### src/rtl/fmt_pkg.sv
package fmt_pkg;
  localparam int IDX_W = 9;
  localparam logic [IDX_W-1:0] IDX_RELOAD1 = 9'h002;
  localparam logic [IDX_W-1:0] IDX_RELOAD2 = 9'h003;
  localparam logic [IDX_W-1:0] IDX_CTRL    = 9'h004;

  // control byte fields
  localparam int CB_CLR  = 7;
  localparam int CB_MSK1 = 6;
  localparam int CB_MSK2 = 5;
  localparam int CB_RUN2 = 1;
  localparam int CB_RUN1 = 0;

  localparam int NUM_TMR = 2;
  localparam int CNT_W   = 9;

  typedef struct packed {
    logic start;
    logic stop;
  } tmr_cmd_t;

  function automatic int run_bit(input int t);
    return (t == 0) ? CB_RUN1 : CB_RUN2;
  endfunction

  function automatic int mask_bit(input int t);
    return (t == 0) ? CB_MSK1 : CB_MSK2;
  endfunction
endpackage

### src/rtl/fmt_reset_sync.sv
module fmt_reset_sync (
  input  logic clk,
  input  logic rst_n,
  output logic srst_n
);
  logic [1:0] sync_q;

  always_ff @(posedge clk or negedge rst_n) begin
    if (!rst_n) sync_q <= 2'b00;
    else        sync_q <= {sync_q[0], 1'b1};
  end

  assign srst_n = sync_q[1];
endmodule

### src/rtl/fmt_regbus.sv
module fmt_regbus
  import fmt_pkg::*;
(
  input  logic                        clk,
  input  logic                        srst_n,
  input  logic                        wr_en,
  input  logic [1:0]                  addr,
  input  logic [7:0]                  wdata,
  input  logic                        ext_mode,
  output logic [IDX_W-1:0]            idx_q,
  output logic [7:0]                  ctrl_q,
  output logic [NUM_TMR-1:0][CNT_W-1:0] reload,
  output tmr_cmd_t [NUM_TMR-1:0]      cmd,
  output logic                        flag_clr
);
  logic [IDX_W-1:0] idx_n;
  logic [7:0]       ctrl_n;
  logic [NUM_TMR-1:0][7:0] rbyte_q, rbyte_n;
  logic             data_wr, ctrl_hit, ctrl_wr;

  always_comb begin
    data_wr  = wr_en & addr[0];
    ctrl_hit = data_wr & (idx_q == IDX_CTRL);
    flag_clr = ctrl_hit & wdata[CB_CLR];
    ctrl_wr  = ctrl_hit & ~wdata[CB_CLR];

    idx_n = idx_q;
    if (wr_en && !addr[0]) idx_n = {ext_mode & addr[1], wdata};

    ctrl_n = ctrl_q;
    if (ctrl_wr) ctrl_n = wdata;

    rbyte_n = rbyte_q;
    if (data_wr && idx_q == IDX_RELOAD1) rbyte_n[0] = wdata;
    if (data_wr && idx_q == IDX_RELOAD2) rbyte_n[1] = wdata;

    for (int t = 0; t < NUM_TMR; t++) begin
      reload[t]    = CNT_W'(256) - {1'b0, rbyte_q[t]};
      cmd[t].start = ctrl_wr &  wdata[run_bit(t)] & ~ctrl_q[run_bit(t)];
      cmd[t].stop  = ctrl_wr & ~wdata[run_bit(t)] &  ctrl_q[run_bit(t)];
    end
  end

  always_ff @(posedge clk or negedge srst_n) begin
    if (!srst_n) begin
      idx_q   <= '0;
      ctrl_q  <= '0;
      rbyte_q <= '0;
    end else begin
      idx_q   <= idx_n;
      ctrl_q  <= ctrl_n;
      rbyte_q <= rbyte_n;
    end
  end
endmodule

### src/rtl/fmt_interval_timer.sv
module fmt_interval_timer
  import fmt_pkg::*;
#(
  parameter int DIV = 2
) (
  input  logic             clk,
  input  logic             srst_n,
  input  logic             tick,
  input  tmr_cmd_t         cmd,
  input  logic [CNT_W-1:0] reload,
  output logic             ovf
);
  localparam int PW = (DIV > 1) ? $clog2(DIV) : 1;
  localparam logic [PW-1:0] PRE_LAST = PW'(DIV - 1);

  logic             run_q, run_n;
  logic [PW-1:0]    pre_q, pre_n;
  logic [CNT_W-1:0] cnt_q, cnt_n;
  logic             unit_end;

  always_comb begin
    unit_end = run_q & tick & (pre_q == PRE_LAST);
    ovf      = unit_end & (cnt_q == CNT_W'(1)) & ~cmd.stop;
    run_n = run_q;
    pre_n = pre_q;
    cnt_n = cnt_q;
    if (cmd.start) begin
      run_n = 1'b1;
      pre_n = '0;
      cnt_n = reload;
    end else if (cmd.stop) begin
      run_n = 1'b0;
      pre_n = '0;
      cnt_n = '0;
    end else if (run_q && tick) begin
      if (unit_end) begin
        pre_n = '0;
        cnt_n = (cnt_q == CNT_W'(1)) ? reload : cnt_q - CNT_W'(1);
      end else begin
        pre_n = pre_q + PW'(1);
      end
    end
  end

  always_ff @(posedge clk or negedge srst_n) begin
    if (!srst_n) begin
      run_q <= 1'b0;
      pre_q <= '0;
      cnt_q <= '0;
    end else begin
      run_q <= run_n;
      pre_q <= pre_n;
      cnt_q <= cnt_n;
    end
  end
endmodule

### src/rtl/fmt_status.sv
module fmt_status
  import fmt_pkg::*;
(
  input  logic               clk,
  input  logic               srst_n,
  input  logic [NUM_TMR-1:0] ovf,
  input  logic               flag_clr,
  input  logic [NUM_TMR-1:0] hide,
  output logic [NUM_TMR-1:0] flag_q,
  output logic               master_q,
  output logic               irq_q
);
  logic [NUM_TMR-1:0] flag_n;
  logic               master_n;
  logic               event_any;

  always_comb begin
    flag_n = flag_q;
    if (flag_clr) flag_n = '0;
    flag_n    = flag_n | ovf;
    event_any = flag_clr | (|ovf);
    master_n  = master_q;
    if (event_any) master_n = |(flag_n & ~hide);
  end

  always_ff @(posedge clk or negedge srst_n) begin
    if (!srst_n) begin
      flag_q   <= '0;
      master_q <= 1'b0;
      irq_q    <= 1'b0;
    end else begin
      flag_q   <= flag_n;
      master_q <= master_n;
      irq_q    <= master_q;
    end
  end
endmodule

### src/rtl/fmt_timer_host.sv
module fmt_timer_host
  import fmt_pkg::*;
#(
  parameter int T1_DIV   = 2,
  parameter int T2_RATIO = 4
) (
  input  logic       clk,
  input  logic       rst_n,
  input  logic       wr_en,
  input  logic [1:0] addr,
  input  logic [7:0] wdata,
  input  logic       ext_mode,
  input  logic       tick,
  output logic [7:0] rdata,
  output logic       irq
);
  localparam int T2_DIV = T1_DIV * T2_RATIO;

  logic                          srst_n;
  logic [IDX_W-1:0]              idx_q;
  logic [7:0]                    ctrl_q;
  logic [NUM_TMR-1:0][CNT_W-1:0] reload;
  tmr_cmd_t [NUM_TMR-1:0]        cmd;
  logic                          flag_clr;
  logic [NUM_TMR-1:0]            ovf;
  logic [NUM_TMR-1:0]            hide;
  logic [NUM_TMR-1:0]            flag_q;
  logic                          master_q;

  fmt_reset_sync u_rst (
    .clk    (clk),
    .rst_n  (rst_n),
    .srst_n (srst_n)
  );

  fmt_regbus u_bus (
    .clk      (clk),
    .srst_n   (srst_n),
    .wr_en    (wr_en),
    .addr     (addr),
    .wdata    (wdata),
    .ext_mode (ext_mode),
    .idx_q    (idx_q),
    .ctrl_q   (ctrl_q),
    .reload   (reload),
    .cmd      (cmd),
    .flag_clr (flag_clr)
  );

  for (genvar g = 0; g < NUM_TMR; g++) begin : g_tmr
    fmt_interval_timer #(
      .DIV ((g == 0) ? T1_DIV : T2_DIV)
    ) u_tmr (
      .clk    (clk),
      .srst_n (srst_n),
      .tick   (tick),
      .cmd    (cmd[g]),
      .reload (reload[g]),
      .ovf    (ovf[g])
    );
    assign hide[g] = ctrl_q[mask_bit(g)];
  end

  fmt_status u_stat (
    .clk      (clk),
    .srst_n   (srst_n),
    .ovf      (ovf),
    .flag_clr (flag_clr),
    .hide     (hide),
    .flag_q   (flag_q),
    .master_q (master_q),
    .irq_q    (irq)
  );

  always_comb begin
    if (addr[0]) begin
      rdata = ext_mode ? 8'h00 : 8'hFF;
    end else begin
      rdata = {master_q, flag_q[0] & ~hide[0], flag_q[1] & ~hide[1], 5'b0};
      if (!ext_mode) rdata[2:1] = 2'b11;
    end
  end
endmodule

### config.mk
export PLATFORM = sky130hd
export DESIGN_NAME = fmt_timer_host
export DESIGN_NICKNAME = d
export VERILOG_FILES = /design/src/rtl/fmt_pkg.sv /design/src/rtl/fmt_reset_sync.sv /design/src/rtl/fmt_regbus.sv /design/src/rtl/fmt_interval_timer.sv /design/src/rtl/fmt_status.sv /design/src/rtl/fmt_timer_host.sv
export SDC_FILE = /design/constraint.sdc
export NUM_CORES = 1
export LEC_CHECK = 0
export ABC_AREA = 1
export BUFFER_PORTS_ARGS = -buffer_cell sky130_fd_sc_hd__buf_2
export CAP_MARGIN = 30
export CORE_ASPECT_RATIO = 1.4
export CORE_MARGIN = 2
export CORE_UTILIZATION = 33
export CTS_CLUSTER_SIZE = 40
export DETAILED_ROUTE_END_ITERATION = 6
export PLACE_DENSITY = 0.57
export SLEW_MARGIN = 20
export SYNTH_ARGS = -nofsm -noshare
export SYNTH_HDL_FRONTEND = slang
export SYNTH_SLANG_ARGS = --single-unit
### constraint.sdc
create_clock -name clk -period 3.6 [get_ports clk]
set_input_delay 0.36 -clock clk [delete_from_list [all_inputs] [get_ports clk]]
set_output_delay 0.36 -clock clk [all_outputs]
set_load 0.005 [all_outputs]
# --- Word-level counts from Yosys, hierarchy flattened ---
# Cells that the tools add are included.
word_totals:
  output_inout_bits: 9
  elab_cells: 104
  regBits: 62
  in_bits: 15
classes:
  eq_ne: 6
  addsub: 6
  bitwise: 36
  n_mux: 26
  n_reduce_logical: 16
ops:
  columns: ["op", "n"]
  rows:
  - ["$mux 9", 10]
  - ["$and 1x1->1", 23]
  - ["$eq 9x1->1 const B", 2]
  - ["$eq 9x2->1 const B", 2]
  - ["$sub 9x1->9 const B", 2]
  - ["$sub 9x8->9 const A", 2]
  - ["$mux 8", 2]
  - ["$mux 3", 4]
  - ["$reduce_bool 3->1", 4]
  - ["$eq 9x3->1 const B", 1]
  - ["$not 1->1", 9]
  - ["$mux 1", 8]
  - ["$logic_and 1x1->1", 5]
  - ["$mux 2", 2]
  - ["$reduce_and 2->1", 2]
  - ["$reduce_bool 2->1", 2]
  - ["$reduce_or 2->1", 2]
  - ["$add 3x1->3 const B", 1]
  - ["$eq 3x3->1 const B", 1]
  - ["$and 2x2->2", 1]
  - ["$not 2->2", 1]
  - ["$or 2x2->2", 1]
  - ["$add 1x1->1 const B", 1]
  - ["$logic_not 1->1", 1]
  - ["$or 1x1->1", 1]

# --- Logic depth before layout (Yosys ltp) ---
logic_depth:
  depth_word: 10
  mapped_depth: 14
  ltp_nobuf: 14

# --- By module ---
# Synthesis repeated with hierarchy kept, for this count alone.
unflattened:
  hier_cells: 540
  area_unflattened_um2: 4012.6
modules_own_cells:
  columns: ["mod", "seq_area_each_um2", "area_each_um2", "cells_per_inst", "n_inst"]
  rows:
  - ["fmt_regbus", 825.8, 1796.7, 219, 1]
  - ["fmt_interval_timer (g_tmr[1].u_tmr)", 325.3, 1007.2, 142, 1]
  - ["fmt_interval_timer (g_tmr[0].u_tmr)", 275.3, 913.4, 141, 1]
  - ["fmt_status", 100.1, 168.9, 20, 1]
  - ["fmt_timer_host", 0.0, 72.6, 15, 1]
  - ["fmt_reset_sync", 50.0, 53.8, 3, 1]

# --- Worst setup path before layout ---
# No wires, ideal clock.
synth_timing:
  kind: "register to register"
  startpoint: "register u_bus.idx_q[4]"
  endpoint: "register g_tmr[1].u_tmr.pre_q[0]"
  arrival_ns: 1.327
  required_time_ns: 3.484
  stages_incl_launch_ff: 11
  path_slack_ns: 2.156
  setup_ns: 0.116
  path_buffers: 0
  period_less_slack_ns: 1.444
  cell_sequence: "dfrtp_1 -> inv_1 -> nand2_1 -> nor2_4 -> nand3_1 -> nor2_1 -> nand3_1 -> nand2_1 -> nor2_1 -> nand2_1 -> nand2_1"
synth_via:
  elab_chain_len: 7
  word_cells_on_any_way: 10
  classes_between: "eq/ne: 1; mux: 2; bitwise: 6; reduce/logical: 1"
synth_lines:
  columns: ["element", "line_no", "rtl"]
  rows:
  - ["from (decl)", "fmt_regbus.sv:10", "output logic [IDX_W-1:0] idx_q,"]
  - ["from (signal assigned)", "fmt_regbus.sv:50", "idx_q <= idx_n;"]
  - ["$eq 9x3->1 (*)", "fmt_regbus.sv:23", "ctrl_hit = data_wr & (idx_q == IDX_CTRL);"]
  - ["$and 1x1->1 (*)", "fmt_regbus.sv:23", null]
  - ["$and 1x1->1 (*)", "fmt_regbus.sv:25", "ctrl_wr = ctrl_hit & ~wdata[CB_CLR];"]
  - ["$and 1x1->1 (2 in series)", "fmt_regbus.sv:40", "cmd[t].stop = ctrl_wr & ~wdata[run_bit(t)] & ctrl_q[run_bit(t)];"]
  - ["$mux 3", "fmt_interval_timer.sv:31", "end else if (cmd.stop) begin"]
  - ["$mux 3", "fmt_interval_timer.sv:27", "if (cmd.start) begin"]
  - ["to (signal assigned)", "fmt_interval_timer.sv:52", "pre_q <= pre_n;"]
  - ["to (decl)", "fmt_interval_timer.sv:17", "logic [PW-1:0] pre_q, pre_n;"]
# Mark *: on every way between the ends. The rest lies on a longest branch, timed or not.
# A chain may end at the register's enable or synchronous reset.

# --- Final worst setup path ---
layout_timing:
  startpoint: "register u_bus.idx_q[8]"
  endpoint: "register g_tmr[1].u_tmr.cnt_q[5]"
layout_via:
  elab_chain_len: 7
  word_cells_on_any_way: 12
  classes_between: "eq/ne: 1; mux: 2; bitwise: 6; reduce/logical: 3"
layout_lines:
  columns: ["element", "line_no", "rtl"]
  rows:
  - ["$eq 9x3->1 (*)", "fmt_regbus.sv:23", null]
  - ["$and 1x1->1 (*)", "fmt_regbus.sv:23", null]
  - ["$and 1x1->1 (*)", "fmt_regbus.sv:25", null]
  - ["$and 1x1->1 (on tied branches) (2 in series)", "fmt_regbus.sv:39, fmt_regbus.sv:40", null]
  - ["$reduce_bool 3->1 (no source line) / $mux 9 (equally long branches)", null, null]
  - ["$reduce_and 2->1 (no source line) / $mux 9 (equally long branches)", null, null]
  - ["to (signal assigned)", "fmt_interval_timer.sv:53", "cnt_q <= cnt_n;"]
  - ["to (decl)", "fmt_interval_timer.sv:18", "logic [CNT_W-1:0] cnt_q, cnt_n;"]
# Marks and branches as above.

==> run_results.csv <==
group,metric,value,unit
outcome,outcome,"finished clean",
timing,setup_total_neg_slack,0,ps
critical_path,critical_path_arrival,2330,ps
floorplanning,die_width,94.96,um
place,place_worst_setup_slack,1482,ps
timing,final_period_minus_worst_setup_slack,2118,ps
routing,post_drt_wl_per_cell,12.45,um
timing,final_min_period_over_clock_period,58.85,%
timing,timing.slew.headroom,45.86,%
power,power.density_cell_area,557.5,nW/um^2
cts,worstSkewPairLatency,330,ps
critical_path,buffers_and_inverters_on_the_worst_path,2,
timing,worst-slew-pin-transition,812.1,ps
routing,totalWireLength,9227,um
floorplanning,die_y,131.3,um
critical_path,crit_type,"register to register",
timing,finalClockSkew,7.320,ps
power,combinational_share_of_power,33.7,%
global_route,grtUsageTotal,16.18,%
place,io_buffer_count,23,
yosys,yosysTopAreaCell,"dfrtp_1",
final_layout,area_growth_syn_to_layout,12.67,%
power,static_leakage,0.002400,uW
routing,dr.first_iter.drc_count,227,
cts,cts_inserted_buffers,9,
yosys,fraction_of_post_synthesis_cell_area_in_the_top_cell_type_by_area,38.63,%
global_route,number_of_antenna_violations_at_the_first_check_in_global_routing,0,
cts,clock_path_buffers,2,
final_layout,count_of_antenna_diodes_in_the_layout,0,
timing,fmaxAchievable,472.0,MHz
place,gp_routability_congestion,0.8953,
cts,clock-root-buffer,"clkbuf_16",
final_layout,nNetsFinal,615,
power,switchingPower,877.7,uW
critical_path,cp-start-kind,"register",
critical_path,crit_path_end_kind,"register",
timing,timing_hold_violations_final,0,
critical_path,cp_data_required_time,3810,ps
critical_path,timing.critical_path.fanout_max,12,
routing,length_of_the_first_detailed_routing_pass_in_iterations,4,
yosys,synth_area_per_cell,6.706,sq um
job,drv.max_cap_violation_count,0,
global_route,grt_pass1_vias,3408,
yosys,synth.top_cells.by_area,"dfrtp_1, nand2_1, inv_1",
yosys,netlist-cell-type-count,31,
critical_path,worst_path_max_delay_cell,"nand4_1",
yosys,syn_nets,593,
final_layout,finalNonFillerCells,741,
yosys,ys.warnings.count,0,
timing,worst_slack,1482,ps
min_path,hold_path_class,"input port to register",
global_route,grt_start_max_net_pins,38,
place,placedCellCount,724,
floorplanning,rows,46,
timing,unrepaired_setup_endpoints_after_global_routing,"false",
yosys,netlist_instances,570,
cts,clkTransAtPathRegs,50,ps
cts,total_number_of_clock_tree_sinks,59,
critical_path,cpMostUsedCell,"nand2_1",
power,worst_ir_drop_vdd,0.0002691,V
cts,cts_post_setup_buffers_inserted,0,
global_route,grt-ovfl-total,0,
yosys,synth.cell_area,3822,sq um
yosys,synth_seq_cells,59,
critical_path,critPathMaxStageDelay,450,ps
cts,tritoncts_clock_tree,"yes",
timing,final_slew_violations,0,
power,sw_frac_of_total,36.56,%
routing,via_count,3488,
power,power_frac_seq,34.4,%
global_route,grt_pass1_wl,15860,um
critical_path,cp_top_family,"simple AND/OR/NAND/NOR gates",
critical_path,crit_chain,"inv_1, nand3_1, nor2_1, nand4_1, nand3_2, inv_2, nand2_1, nand2_1",
place,dp_hpwl,7161,um
floorplanning,top_level_ports,24,
final_layout,layout-drive-gt1-share,9.213,%
routing,avgViaCountPerCell,4.707,
floorplanning,die_area,12470,sq um
yosys,sequential_share_of_the_synthesized_area,38.63,%
routing,detail_route.drc_violations,0,
floorplanning,floorplan.initialDensity,33.71,%
power,pwr-share-clk,31.9,%
final_layout,number_of_filler_cells_placed_in_the_layout,1202,
power,internal_power,1523,uW
timing,setup_viol,0,
routing,drtAntennaViolNets,0,
cts,ctsHtreeMaxLevel,3,
floorplanning,coreArea,11340,sq um
cells in the mapped netlist:
library cell / count
nand4_2: 4
xor2_1: 3
nand2_2: 1
buf_4: 4
nor2_1: 46
inv_2: 3
o21bai_1: 3
o21ai_1: 10
nand3b_1: 5
clkbuf_1: 3
nor3_2: 1
clkbuf_2: 1
xnor2_1: 1
nand4_1: 18
conb_1: 1
buf_2: 3
nor2_2: 1
clkinv_1: 4
dfrtp_1: 59
nor4_2: 1
inv_1: 79
nand4_4: 1
a21oi_1: 2
ha_1: 8
nor2_4: 2
buf_6: 3
nand2_1: 218
nand3_2: 2
o21ai_0: 39
nand3_1: 43
or2_2: 1
worst register-to-register path, delay by kind of cell (launching register included):
family                 cells  cell delay, ps
buffers and inverters      2             310
flip-flops                 1             380
AND/OR/NAND/NOR            6            1310
per-layer routing:
metal | global-route usage (%) | up-vias | part of all wire (%)
met2 | 26.91 | 82 | 49
met1 | 19.72 | 1557 | 43
met3 | 2.752 | 20 | 3.5
met5 | 0 | - | 0
met4 | 8.293 | 0 | 4.0
li1 | - | 1829 | -
final timing paths:
check / slack, ps / depth (start not counted) / from / endpoint
setup / recovery: 1480 / 8 / u_bus.idx_q[8] / g_tmr[1].u_tmr.cnt_q[5]
max in group asynchronous: 2410 / 1 / u_rst.sync_q[1] / g_tmr[1].u_tmr.pre_q[1]
hold reg to reg: 350 / 0 / u_rst.sync_q[0] / u_rst.sync_q[1]
hold / removal: 310 / 3 / addr[1] / u_bus.idx_q[8]
setup reg to reg: 1480 / 8 / u_bus.idx_q[8] / g_tmr[1].u_tmr.cnt_q[5]
min in group asynchronous: 340 / 2 / rst_n / u_rst.sync_q[0]
area by class of cell:
class	instances	area, sq um	area share [%]
multi-input combinational	411	1928	44.77
sequential	59	1478	34.31
inverter	86	322.8	7.496
clock buffer	13	250.2	5.811
tap	144	180.2	4.184
timing repair buffer	25	132.6	3.080
clock inverter	3	15.01	0.3486
registers in the layout, summed over array words and instances, names as in the netlist:
| register | flops |
|---|---|
| g_tmr.u_tmr.cnt_q | 18 |
| g_tmr.u_tmr.pre_q | 4 |
| g_tmr.u_tmr.run_q | 2 |
| u_bus.ctrl_q | 4 |
| u_bus.idx_q | 9 |
| u_bus.rbyte_q | 16 |
| u_rst.sync_q | 2 |
| u_stat.flag_q | 2 |
| u_stat.irq_q | 1 |
| u_stat.master_q | 1 |
layout by cell type, fill, tap and decap left out, types with 8 or more instances in the layout:
cell type  count
o21ai_0       39
inv_1         79
nand4_1       18
buf_2         23
nand2_1      218
nor2_1        46
o21ai_1       10
nand3_1       43
ha_1           8
clkbuf_16      9
dfrtp_1       58
kinds of logic (layout without fill, tap and decap cells):
family	after synthesis	in the layout	synth area share (%)
DFF	59	59	38.63
buffers and inverters	100	127	10.93
other	1	1	0.09811
xor gates and xnor gates	4	4	0.9167
adders and majority gates	8	8	2.619
AOI/OAI and AO/OA	54	54	7.267
and+or+nand+nor	344	344	39.54
power groups by stage:
stage / sequential [uW] / clock, uW / combinational [uW]
6_report: 826 / 765 / 810
2_1_floorplan: 816 / 0 / 637
4_1_cts: 826 / 784 / 809
5_1_grt: 840 / 813 / 941
3_3_place_gp: 835 / 0 / 791
3_5_place_dp: 836 / 0 / 803
metrics by stage:
step / power, uW / cell area, sq um / hold slack [ps] / util, %
after global routing: 2594 / 4307 / 335.7 / 37.98
final: 2401 / 4307 / 310.0 / 37.98
after global placement: 1626 / 4031 / 146.7 / 35.56
after CTS: 2419 / 4307 / 297.8 / 37.98
after detailed placement: 1639 / 4031 / 148.0 / 35.56
after floorplan: 1453 / 3822 / 64.41 / -
timing repair:
| action | CTS | global route |
|---|---|---|
| hold buffers | 1 | 0 |
| resized for setup | 0 | 0 |
| endpoints found under the hold margin | 2 | 0 |
Note: power is estimated with default switching activity, not from simulation.
